File: config.mk
export PLATFORM = sky130hd
export DESIGN_NAME = stereo_vol_ramp
export DESIGN_NICKNAME = d
export VERILOG_FILES = /design/src/rtl/vol_pkg.sv /design/src/rtl/vol_target.sv /design/src/rtl/vol_zc_gate.sv /design/src/rtl/vol_silence.sv /design/src/rtl/vol_stepper.sv /design/src/rtl/stereo_vol_ramp.sv
export SDC_FILE = /design/constraint.sdc
export NUM_CORES = 1
export LEC_CHECK = 0
export ABC_AREA = 1
export ABC_CLOCK_PERIOD_IN_PS = 3310
export BUFFER_PORTS_ARGS = -buffer_cell sky130_fd_sc_hd__buf_4
export CAP_MARGIN = 20
export CORE_MARGIN = 5
export CORE_UTILIZATION = 45
export CTS_BUF_LIST = sky130_fd_sc_hd__clkbuf_8
export CTS_CLUSTER_DIAMETER = 120
export DETAILED_ROUTE_END_ITERATION = 10
export PLACE_DENSITY = 0.68
export SETUP_SLACK_MARGIN = 0.5
export SLEW_MARGIN = 10
export SYNTH_ARGS = -nofsm -noshare
export SYNTH_HDL_FRONTEND = slang
export SYNTH_SLANG_ARGS = --single-unit
File: constraint.sdc
create_clock -name clk -period 3.31 [get_ports clk]
set_input_delay 0.4965 -clock clk [delete_from_list [all_inputs] [get_ports clk]]
set_output_delay 0.4965 -clock clk [all_outputs]
set_load 0.03 [all_outputs]
File: src/rtl/vol_pkg.sv
package vol_pkg;
  localparam int SAMP_W     = 24;
  localparam int CODE_W     = 7;
  localparam int MAX_DB     = 94;
  localparam int SUB_STEPS  = 8;
  localparam int MUTE_LVL   = (MAX_DB + 1) * SUB_STEPS;
  localparam int LVL_W      = $clog2(MUTE_LVL + 1);
  localparam int TMO_FRAMES = 512;
  localparam int SIL_FRAMES = 8192;
  localparam int NCH        = 2;

  typedef enum logic [1:0] {
    XF_NOW     = 2'b00,
    XF_ZC      = 2'b01,
    XF_RAMP    = 2'b10,
    XF_RAMP_ZC = 2'b11
  } xfer_mode_e;
endpackage

File: src/rtl/vol_target.sv
module vol_target #(
  parameter int CODE_W    = 7,
  parameter int MAX_DB    = 94,
  parameter int SUB_STEPS = 8,
  parameter int LVL_W     = 10
) (
  input  logic [CODE_W-1:0] code,
  input  logic              mute_req,
  input  logic              auto_mute,
  output logic [LVL_W-1:0]  target
);
  localparam int MUTE_LVL = (MAX_DB + 1) * SUB_STEPS;

  logic over_range;

  always_comb begin
    over_range = (int'(code) > MAX_DB);
    if (mute_req || auto_mute || over_range)
      target = LVL_W'(MUTE_LVL);
    else
      target = LVL_W'(code) * LVL_W'(SUB_STEPS);
  end
endmodule

File: src/rtl/vol_zc_gate.sv
module vol_zc_gate #(
  parameter int SAMP_W     = 24,
  parameter int TMO_FRAMES = 512
) (
  input  logic              clk,
  input  logic              rst_n,
  input  logic              frame_stb,
  input  logic [SAMP_W-1:0] samp,
  input  logic              gated,
  input  logic              pending,
  output logic              step_ok
);
  localparam int CW = (TMO_FRAMES > 1) ? $clog2(TMO_FRAMES) : 1;

  logic          prev_sign_q, prev_sign_d;
  logic [CW-1:0] wait_q, wait_d;
  logic          crossing, expired;

  always_comb begin
    crossing    = (samp[SAMP_W-1] != prev_sign_q) || (samp == '0);
    expired     = (wait_q == CW'(TMO_FRAMES - 1));
    step_ok     = !gated || crossing || expired;
    prev_sign_d = prev_sign_q;
    wait_d      = wait_q;
    if (frame_stb) begin
      prev_sign_d = samp[SAMP_W-1];
      if (gated && pending && !(crossing || expired))
        wait_d = wait_q + CW'(1);
      else
        wait_d = '0;
    end
  end

  always_ff @(posedge clk or negedge rst_n) begin
    if (!rst_n) begin
      prev_sign_q <= 1'b0;
      wait_q      <= '0;
    end else if (frame_stb) begin
      prev_sign_q <= prev_sign_d;
      wait_q      <= wait_d;
    end
  end
endmodule

File: src/rtl/vol_silence.sv
module vol_silence #(
  parameter int SAMP_W     = 24,
  parameter int SIL_FRAMES = 8192
) (
  input  logic              clk,
  input  logic              rst_n,
  input  logic              frame_stb,
  input  logic [SAMP_W-1:0] samp,
  input  logic              enable,
  output logic              auto_mute
);
  localparam int SW = $clog2(SIL_FRAMES + 1);

  logic [SW-1:0] run_q, run_d;
  logic          silent, full;

  always_comb begin
    silent = (samp == '0) || (samp == '1);
    full   = (run_q == SW'(SIL_FRAMES));
    run_d  = run_q;
    if (frame_stb) begin
      if (!silent)   run_d = '0;
      else if (!full) run_d = run_q + SW'(1);
    end
    auto_mute = enable && full;
  end

  always_ff @(posedge clk or negedge rst_n) begin
    if (!rst_n)         run_q <= '0;
    else if (frame_stb) run_q <= run_d;
  end
endmodule

File: src/rtl/vol_stepper.sv
module vol_stepper #(
  parameter int LVL_W = 10
) (
  input  logic             clk,
  input  logic             rst_n,
  input  logic             frame_stb,
  input  logic             ramp,
  input  logic             step_ok,
  input  logic [LVL_W-1:0] target,
  output logic [LVL_W-1:0] level
);
  logic [LVL_W-1:0] lvl_q, lvl_d;
  logic             move;

  always_comb begin
    move  = frame_stb && step_ok && (lvl_q != target);
    lvl_d = lvl_q;
    if (move) begin
      if (!ramp)               lvl_d = target;
      else if (lvl_q < target) lvl_d = lvl_q + LVL_W'(1);
      else                     lvl_d = lvl_q - LVL_W'(1);
    end
  end

  always_ff @(posedge clk or negedge rst_n) begin
    if (!rst_n)    lvl_q <= '0;
    else if (move) lvl_q <= lvl_d;
  end

  assign level = lvl_q;
endmodule

File: src/rtl/stereo_vol_ramp.sv
module stereo_vol_ramp
  import vol_pkg::*;
(
  input  logic              clk,
  input  logic              rst_n,
  input  logic              frame_stb,
  input  logic [SAMP_W-1:0] samp_a,
  input  logic [SAMP_W-1:0] samp_b,
  input  logic [CODE_W-1:0] atten_a,
  input  logic [CODE_W-1:0] atten_b,
  input  logic              mute_a,
  input  logic              mute_b,
  input  logic [1:0]        xfer_mode,
  input  logic              link,
  input  logic              amute_en,
  output logic [LVL_W-1:0]  level_a,
  output logic [LVL_W-1:0]  level_b,
  output logic              mute_ctl
);
  logic [NCH-1:0][CODE_W-1:0] code_sel;
  logic [NCH-1:0]             mute_sel;
  logic [NCH-1:0][SAMP_W-1:0] samp_ch;
  logic [NCH-1:0][LVL_W-1:0]  target;
  logic [NCH-1:0][LVL_W-1:0]  level;
  logic [NCH-1:0]             auto_mute, step_ok, pending, at_mute;
  xfer_mode_e                 mode;

  assign mode        = xfer_mode_e'(xfer_mode);
  assign code_sel[0] = atten_a;
  assign mute_sel[0] = mute_a;
  assign code_sel[1] = link ? atten_a : atten_b;
  assign mute_sel[1] = link ? mute_a  : mute_b;
  assign samp_ch[0]  = samp_a;
  assign samp_ch[1]  = samp_b;

  for (genvar ch = 0; ch < NCH; ch++) begin : g_ch
    vol_silence #(.SAMP_W(SAMP_W), .SIL_FRAMES(SIL_FRAMES)) u_sil (
      .clk(clk), .rst_n(rst_n), .frame_stb(frame_stb),
      .samp(samp_ch[ch]), .enable(amute_en), .auto_mute(auto_mute[ch])
    );

    vol_target #(.CODE_W(CODE_W), .MAX_DB(MAX_DB), .SUB_STEPS(SUB_STEPS),
                 .LVL_W(LVL_W)) u_tgt (
      .code(code_sel[ch]), .mute_req(mute_sel[ch]),
      .auto_mute(auto_mute[ch]), .target(target[ch])
    );

    assign pending[ch] = (level[ch] != target[ch]);

    vol_zc_gate #(.SAMP_W(SAMP_W), .TMO_FRAMES(TMO_FRAMES)) u_zc (
      .clk(clk), .rst_n(rst_n), .frame_stb(frame_stb),
      .samp(samp_ch[ch]),
      .gated(mode == XF_ZC || mode == XF_RAMP_ZC),
      .pending(pending[ch]), .step_ok(step_ok[ch])
    );

    vol_stepper #(.LVL_W(LVL_W)) u_step (
      .clk(clk), .rst_n(rst_n), .frame_stb(frame_stb),
      .ramp(mode == XF_RAMP || mode == XF_RAMP_ZC),
      .step_ok(step_ok[ch]), .target(target[ch]), .level(level[ch])
    );

    assign at_mute[ch] = (level[ch] == LVL_W'(MUTE_LVL));
  end

  assign level_a  = level[0];
  assign level_b  = level[1];
  assign mute_ctl = &at_mute;
endmodule

Yosys cells after proc, flatten, opt, wreduce, memory -nomap -nowiden
Cells that the tools add are included.
- div/mod/pow operators: 0
- $mul: 0
- order comparisons: 4
- muxes and demuxes: 14
- add/sub/neg operators: 8
- reduce and logical (&&, ||, !) cells: 34
- equality and inequality tests: 17
- bitwise logic cells: 0
- shift-type cells: 0
- operator list (cell ; number):
    $mux 10 ; 6
    $mux 14 ; 4
    $eq 24x24->1 const B ; 2
    $logic_not 24->1 ; 2
    $add 14x1->14 const B ; 2
    $eq 14x14->1 const B ; 2
    $add 10x1->10 const B ; 2
    $eq 10x10->1 const B ; 2
    $lt 10x10->1 ; 2
    $ne 10x10->1 ; 2
    $sub 10x1->10 const B ; 2
    $add 9x1->9 const B ; 2
    $eq 9x9->1 const B ; 2
    $mux 9 ; 2
    $logic_or 1x1->1 ; 16
    $gt 7x7->1 const B ; 2
    $logic_and 1x1->1 ; 10
    $mux 7 ; 1
    $reduce_and 2->1 ; 3
    $eq 2x2->1 const B ; 2
    $ne 2x2->1 const B ; 2
    $logic_not 1->1 ; 3
    $eq 2x1->1 const B ; 1
    $ne 1x1->1 ; 2
    $mux 1 ; 1
- bits in latches: 0
- bits in registers: 68
- logic and storage cells: 85
- bits in read-only memories: 0
- bits in writable memories: 0
- output and inout bits: 21
- memories: 0

Depth between registers and ports, before layout
- depth after elaboration: 9
- depth in mapped cells: 26

Modules after synthesis
From an unflattened synthesis, not the netlist that was laid out.
- cells, all modules: 1055
- area, all modules: 6819.0 µm²
- modules (own cells, without submodules) (module ; cells an instance ; instances ; area an instance (µm²)):
    vol_stepper ; 176 ; 2 ; 1184.9
    vol_silence ; 192 ; 2 ; 1161.1
    vol_zc_gate ; 82 ; 2 ; 666.9
    stereo_vol_ramp ; 99 ; 1 ; 535.5
    vol_target ; 28 ; 2 ; 128.9

Worst setup path before layout
OpenSTA, ideal clock, no wires.
- kind: input port to flip-flop
- start point: input port link
- end point: register g_ch[1].u_step.lvl_q[7]
- setup slack: 0.137 ns
- arrival: 3.056 ns
- cell stages on the path: 26
- setup time: 0.117 ns
- path through: buf_6 -> inv_6 -> nand2_1 -> nand2_1 -> nand3_1 -> o21bai_2 -> nand2_2 -> nand3b_1 -> inv_1 -> ha_1 -> a21oi_1 -> o21ai_0 -> nand2_1 -> nand2_1 -> ha_1 -> nand2_1 -> nor2_1 -> nand2_1 -> nand3_1 -> nand2_1 -> nand2_1 -> nand2_1 -> nand3_1 -> nand2_1 -> nand2_1 -> nand2_1
- word-level cells in the longest chain between the ends: 7
- elaborated cells between the ends (all ways): 11
- ends and longest elaborated chain (what ; line ; source):
    from (decl) ; stereo_vol_ramp.sv:14 ; input logic link,
    $mux 7 / $mux 1 (equally long branches) ; stereo_vol_ramp.sv:31, stereo_vol_ramp.sv:32 ;
    $gt 7x7->1 / $logic_or 1x1->1 (equally long branches) ; vol_target.sv:17, vol_target.sv:18 ;
    $logic_or 1x1->1 ; vol_target.sv:18 ; if (mute_req || auto_mute || over_range)
    $mux 10 * ; vol_target.sv:18 ;
    $lt 10x10->1 ; vol_stepper.sv:20 ; else if (lvl_q < target) lvl_d = lvl_q + LVL_W'(1);
    $mux 10 ; vol_stepper.sv:20 ;
    $mux 10 ; vol_stepper.sv:19 ; if (!ramp) lvl_d = target;
    to (signal assigned) ; vol_stepper.sv:27 ; else if (move) lvl_q <= lvl_d;
    to (decl) ; vol_stepper.sv:12 ; logic [LVL_W-1:0] lvl_q, lvl_d;
Mark *: on every way between the ends. The rest lies on a longest branch, timed or not.
A chain may end at the register's enable or synchronous reset.

Final worst setup path
- start point: register g_ch[0].u_sil.run_q[1]
- end point: register g_ch[0].u_step.lvl_q[8]
- word-level cells in the longest chain between the ends: 8
- elaborated cells between the ends (all ways): 10
- ends and longest elaborated chain (what ; line ; source):
    from (decl) ; vol_silence.sv:14 ; logic [SW-1:0] run_q, run_d;
    from (signal assigned) ; vol_silence.sv:30 ; else if (frame_stb) run_q <= run_d;
    $eq 14x14->1 * ; vol_silence.sv:19 ; full = (run_q == SW'(SIL_FRAMES));
    $logic_and 1x1->1 * ; vol_silence.sv:25 ; auto_mute = enable && full;
    $logic_or 1x1->1 * (2 in a row) ; vol_target.sv:18 ;
    $mux 10 * ; vol_target.sv:18 ;
    $lt 10x10->1 ; vol_stepper.sv:20 ;
    $mux 10 ; vol_stepper.sv:20 ;
    $mux 10 ; vol_stepper.sv:19 ;
    to (signal assigned) ; vol_stepper.sv:27 ;
    to (decl) ; vol_stepper.sv:12 ;
Marked as above.

==> metrics.md <==
| Metric | Value |
|---|---|
| Worst reg2reg setup slack | 0.16 ns |
| Die area | 15100 µm² |
| Max Fclk | 318 MHz |
| Largest net degree at the start of global routing | 69 |
| Worst Max-Slew Pin Slew | 0.913 ns |
| Hold buffer count at cts | 0 |
| Crit path time final | 3.15 ns |
| First DRT Iteration DRCs | 367 |
| Total Wirelength | 16.7 mm |
| Final worst-path cycle share | 0.951 |
| Multi-input gate area | 4180 µm² |
| Min-Delay Path Class | input pin to asynchronous set/reset pin |
| Clock Sinks | 68 |
| Initial antenna violation count | 0 |
| Cell depth of the worst flop-to-flop path | 22 |
| Clock Root Buffer | clkbuf_8 |
| Vias | 5929 |
| Wire length per cell | 14.4 µm |
| CP Cell Sequence | inv_2, ha_4, nand3_4, nor2_4, nand3_4, nand3_4, nor2_2, ha_1, a21oi_2, o21ai_2, nand2_2, nand2_4, buf_12, ha_4, nand3_4, nand2_4, nand2_1, nand2_1, a21oi_1, o21ai_1, nand3_1, nand2_1 |
| Diodes inserted | 0 |
| Library cells used by synthesis | 43 |
| CP endpoint kind | flop |
| Crit path DAT | 3.41 ns |
| # fillers | 1110 |
| Core Rows | 41 |
| CTS tree | done |
| Global-route wire length before repair | 26.3 mm |
| Number of global-route vias before repair | 5550 |
| Seq. cell area | 1700 µm² |
| Core ar. | 12600 µm² |
| YS warnings | 0 |
| Unrepaired setup endpoints after global routing | yes |
| Synthesized Nets | 953 |
| Power density cells | 728 nW/µm² |
| Critical Path Fanout Max | 6 |
| TritonRoute pass-1 iters | 5 |
| DIE HEIGHT | 123 µm |
| LEAKAGE | 3.99 nW |
| Final Hold Fails | 0 |
| Die X | 123 µm |
| Maxcap violations | 0 |
| Max-slew violation count | 0 |
| Routed vias/inst | 5.12 |
| TritonCTS Buffers | 9 |
| Area of the mapped netlist | 5730 µm² |
| P&R area growth vs syn | 37.5% |
| Global placement routability congestion | 0.878 |
| CTS Buffer Depth | 2 |
| Grt ovf | 0 |
| Flops & latches, synth | 68 |
| Status | complete, no violations |
| Largest stage delay on the critical path | 0.40 ns |
| Slowest CP cell | dfrtp_1 |
| Cells after Synth | 842 |
| Most frequent cells in the layout | nand2_1, buf_4, inv_1, nor2_1, dfrtp_1 |
| WP data required | 3.57 ns |
| Worst Hold Slack | 0.252 ns |
| I/O Pins | 92 |
| Number of port buffers | 91 |
| Most used cell, CP | nand3_4 |
| Total Power | 5.74 mW |
| WS Path Type | flop to flop |
| Final ANT Viol Nets | 0 |
| Sequential element share of the synthesized area | 0.297 |
| Worst ir drop on vdd | 0.000642 V |
| Most common cell after layout, fill and taps aside | nand2_1 |
| Final HPWL DP | 11.6 mm |
| Initial Util | 0.456 |
| Endpoints failing setup | 0 |
| Nets | 1093 |
| Post-Syn Area per Cell | 6.81 µm² |
| Worst slew margin | 0.392 |
| Share of cells above drive strength 1 | 0.319 |
| Total GRT Usage | 0.219 |
| Clock transition at path regs | 0.09 ns |
| Final Skew | 0.00635 ns |
| CP startpoint kind | flop |
| Clk Latency, worst-skew pair | 0.36 ns |
| Htree depth | 3 |
| Final routed DRC violation total | 0 |
## critical path, delay by kind of cell, from the launching register on
kind,cells,cell delay (ns)
compound gates,4,0.51
fa+ha+maj,3,0.74
buf+inv,2,0.25
flops,1,0.40
simple gates,13,1.16
## metal layers
layer	up-vias	global-route usage	routed length (µm)
met5	-	0	0
met4	0	0.0777	356
met3	32	0.0313	673
met2	132	0.367	8270
met1	2745	0.288	7420
li1	3020	-	-
## cells by family after synthesis
family,Yosys count,share of synthesized area
xor gates and xnor gates,34,0.0519
muxes,1,0.00175
adders and majority gates,40,0.0899
buffers and inverters,132,0.0954
DFF,68,0.297
AOI/OAI and AO/OA,71,0.0725
and+or+nand+nor,496,0.392
## registers in the layout (all words and copies together), names as in the netlist
name	flops
g_ch.u_sil.run_q	28
g_ch.u_step.level	20
g_ch.u_zc.wait_q	18
g_ch.u_zc.prev_sign_q	2
## cells in the mapped netlist, drive strengths merged
cell type / count / area (µm²)
nand2: 254 / 998
inv: 116 / 443
nor2: 96 / 380
dfrtp: 68 / 1700
nand3: 64 / 330
nand4: 45 / 282
ha: 38 / 475
a21oi: 33 / 176
xor2: 30 / 263
nor3: 26 / 170
o21ai: 23 / 119
buf: 14 / 96.3
a22o: 4 / 35.0
xnor2: 4 / 35.0
a21o: 3 / 22.5
nand3b: 3 / 22.5
o21a: 3 / 22.5
and3: 2 / 12.5
clkbuf: 2 / 7.51
fa: 2 / 40.0
nor3b: 2 / 25.0
nor4: 2 / 12.5
o211ai: 2 / 15.0
o21bai: 2 / 18.8
a31oi: 1 / 6.26
and2: 1 / 6.26
mux2i: 1 / 10.0
or2: 1 / 6.26
## power breakdown
group          leakage [nW]  internal [mW]  switching, mW
registers             0.900          0.962          0.287
clock network         0.117          0.453          0.377
logic                  2.97           1.65           2.01
total                  3.99           3.07           2.67
## worst paths after layout
| check | startpoint | to |
|---|---|---|
| worst max-delay path | g_ch[0].u_sil.run_q[1] | g_ch[0].u_step.level[8] |
| worst min-delay path | rst_n | g_ch[1].u_zc.wait_q[0] |
| worst max register to register | g_ch[0].u_sil.run_q[1] | g_ch[0].u_step.level[8] |
| worst min register to register | g_ch[0].u_sil.run_q[12] | g_ch[0].u_sil.run_q[12] |
| max in group asynchronous | rst_n | g_ch[0].u_sil.run_q[9] |
| min in group clk | samp_b[23] | g_ch[1].u_zc.prev_sign_q |
## final cells by class
type	count	share of cell area
multi-input combinational	644	0.530
sequential	68	0.216
timing repair buffer	143	0.140
inverter	116	0.0571
tap	172	0.0273
clock buffer	10	0.0175
clock inverter	6	0.0121
## what timing repair did
| item | 4_1_cts | 5_1_grt |
|---|---|---|
| pin swaps | 50 | 51 |
| buffers inserted | 21 | 17 |
| setup endpoints to repair | 18 | 19 |
| cloned | 2 | 0 |
| resized for setup | 48 | 52 |
## metrics by stage
step           cell area (µm²)  TNS, ns   util  std cells  setup slack, ns
3_3_place_gp              6870        0  0.547       1103          0.00515
3_5_place_dp              6870  -0.0155  0.547       1103          -0.0155
2_1_floorplan             5980        0      -        842            0.374
6_report                  7880        0  0.627       1159            0.161
4_1_cts                   7540        0  0.600       1142            0.179
5_1_grt                   7880        0  0.627       1159           0.0115
No activity file was read; power rests on OpenSTA's default activity.
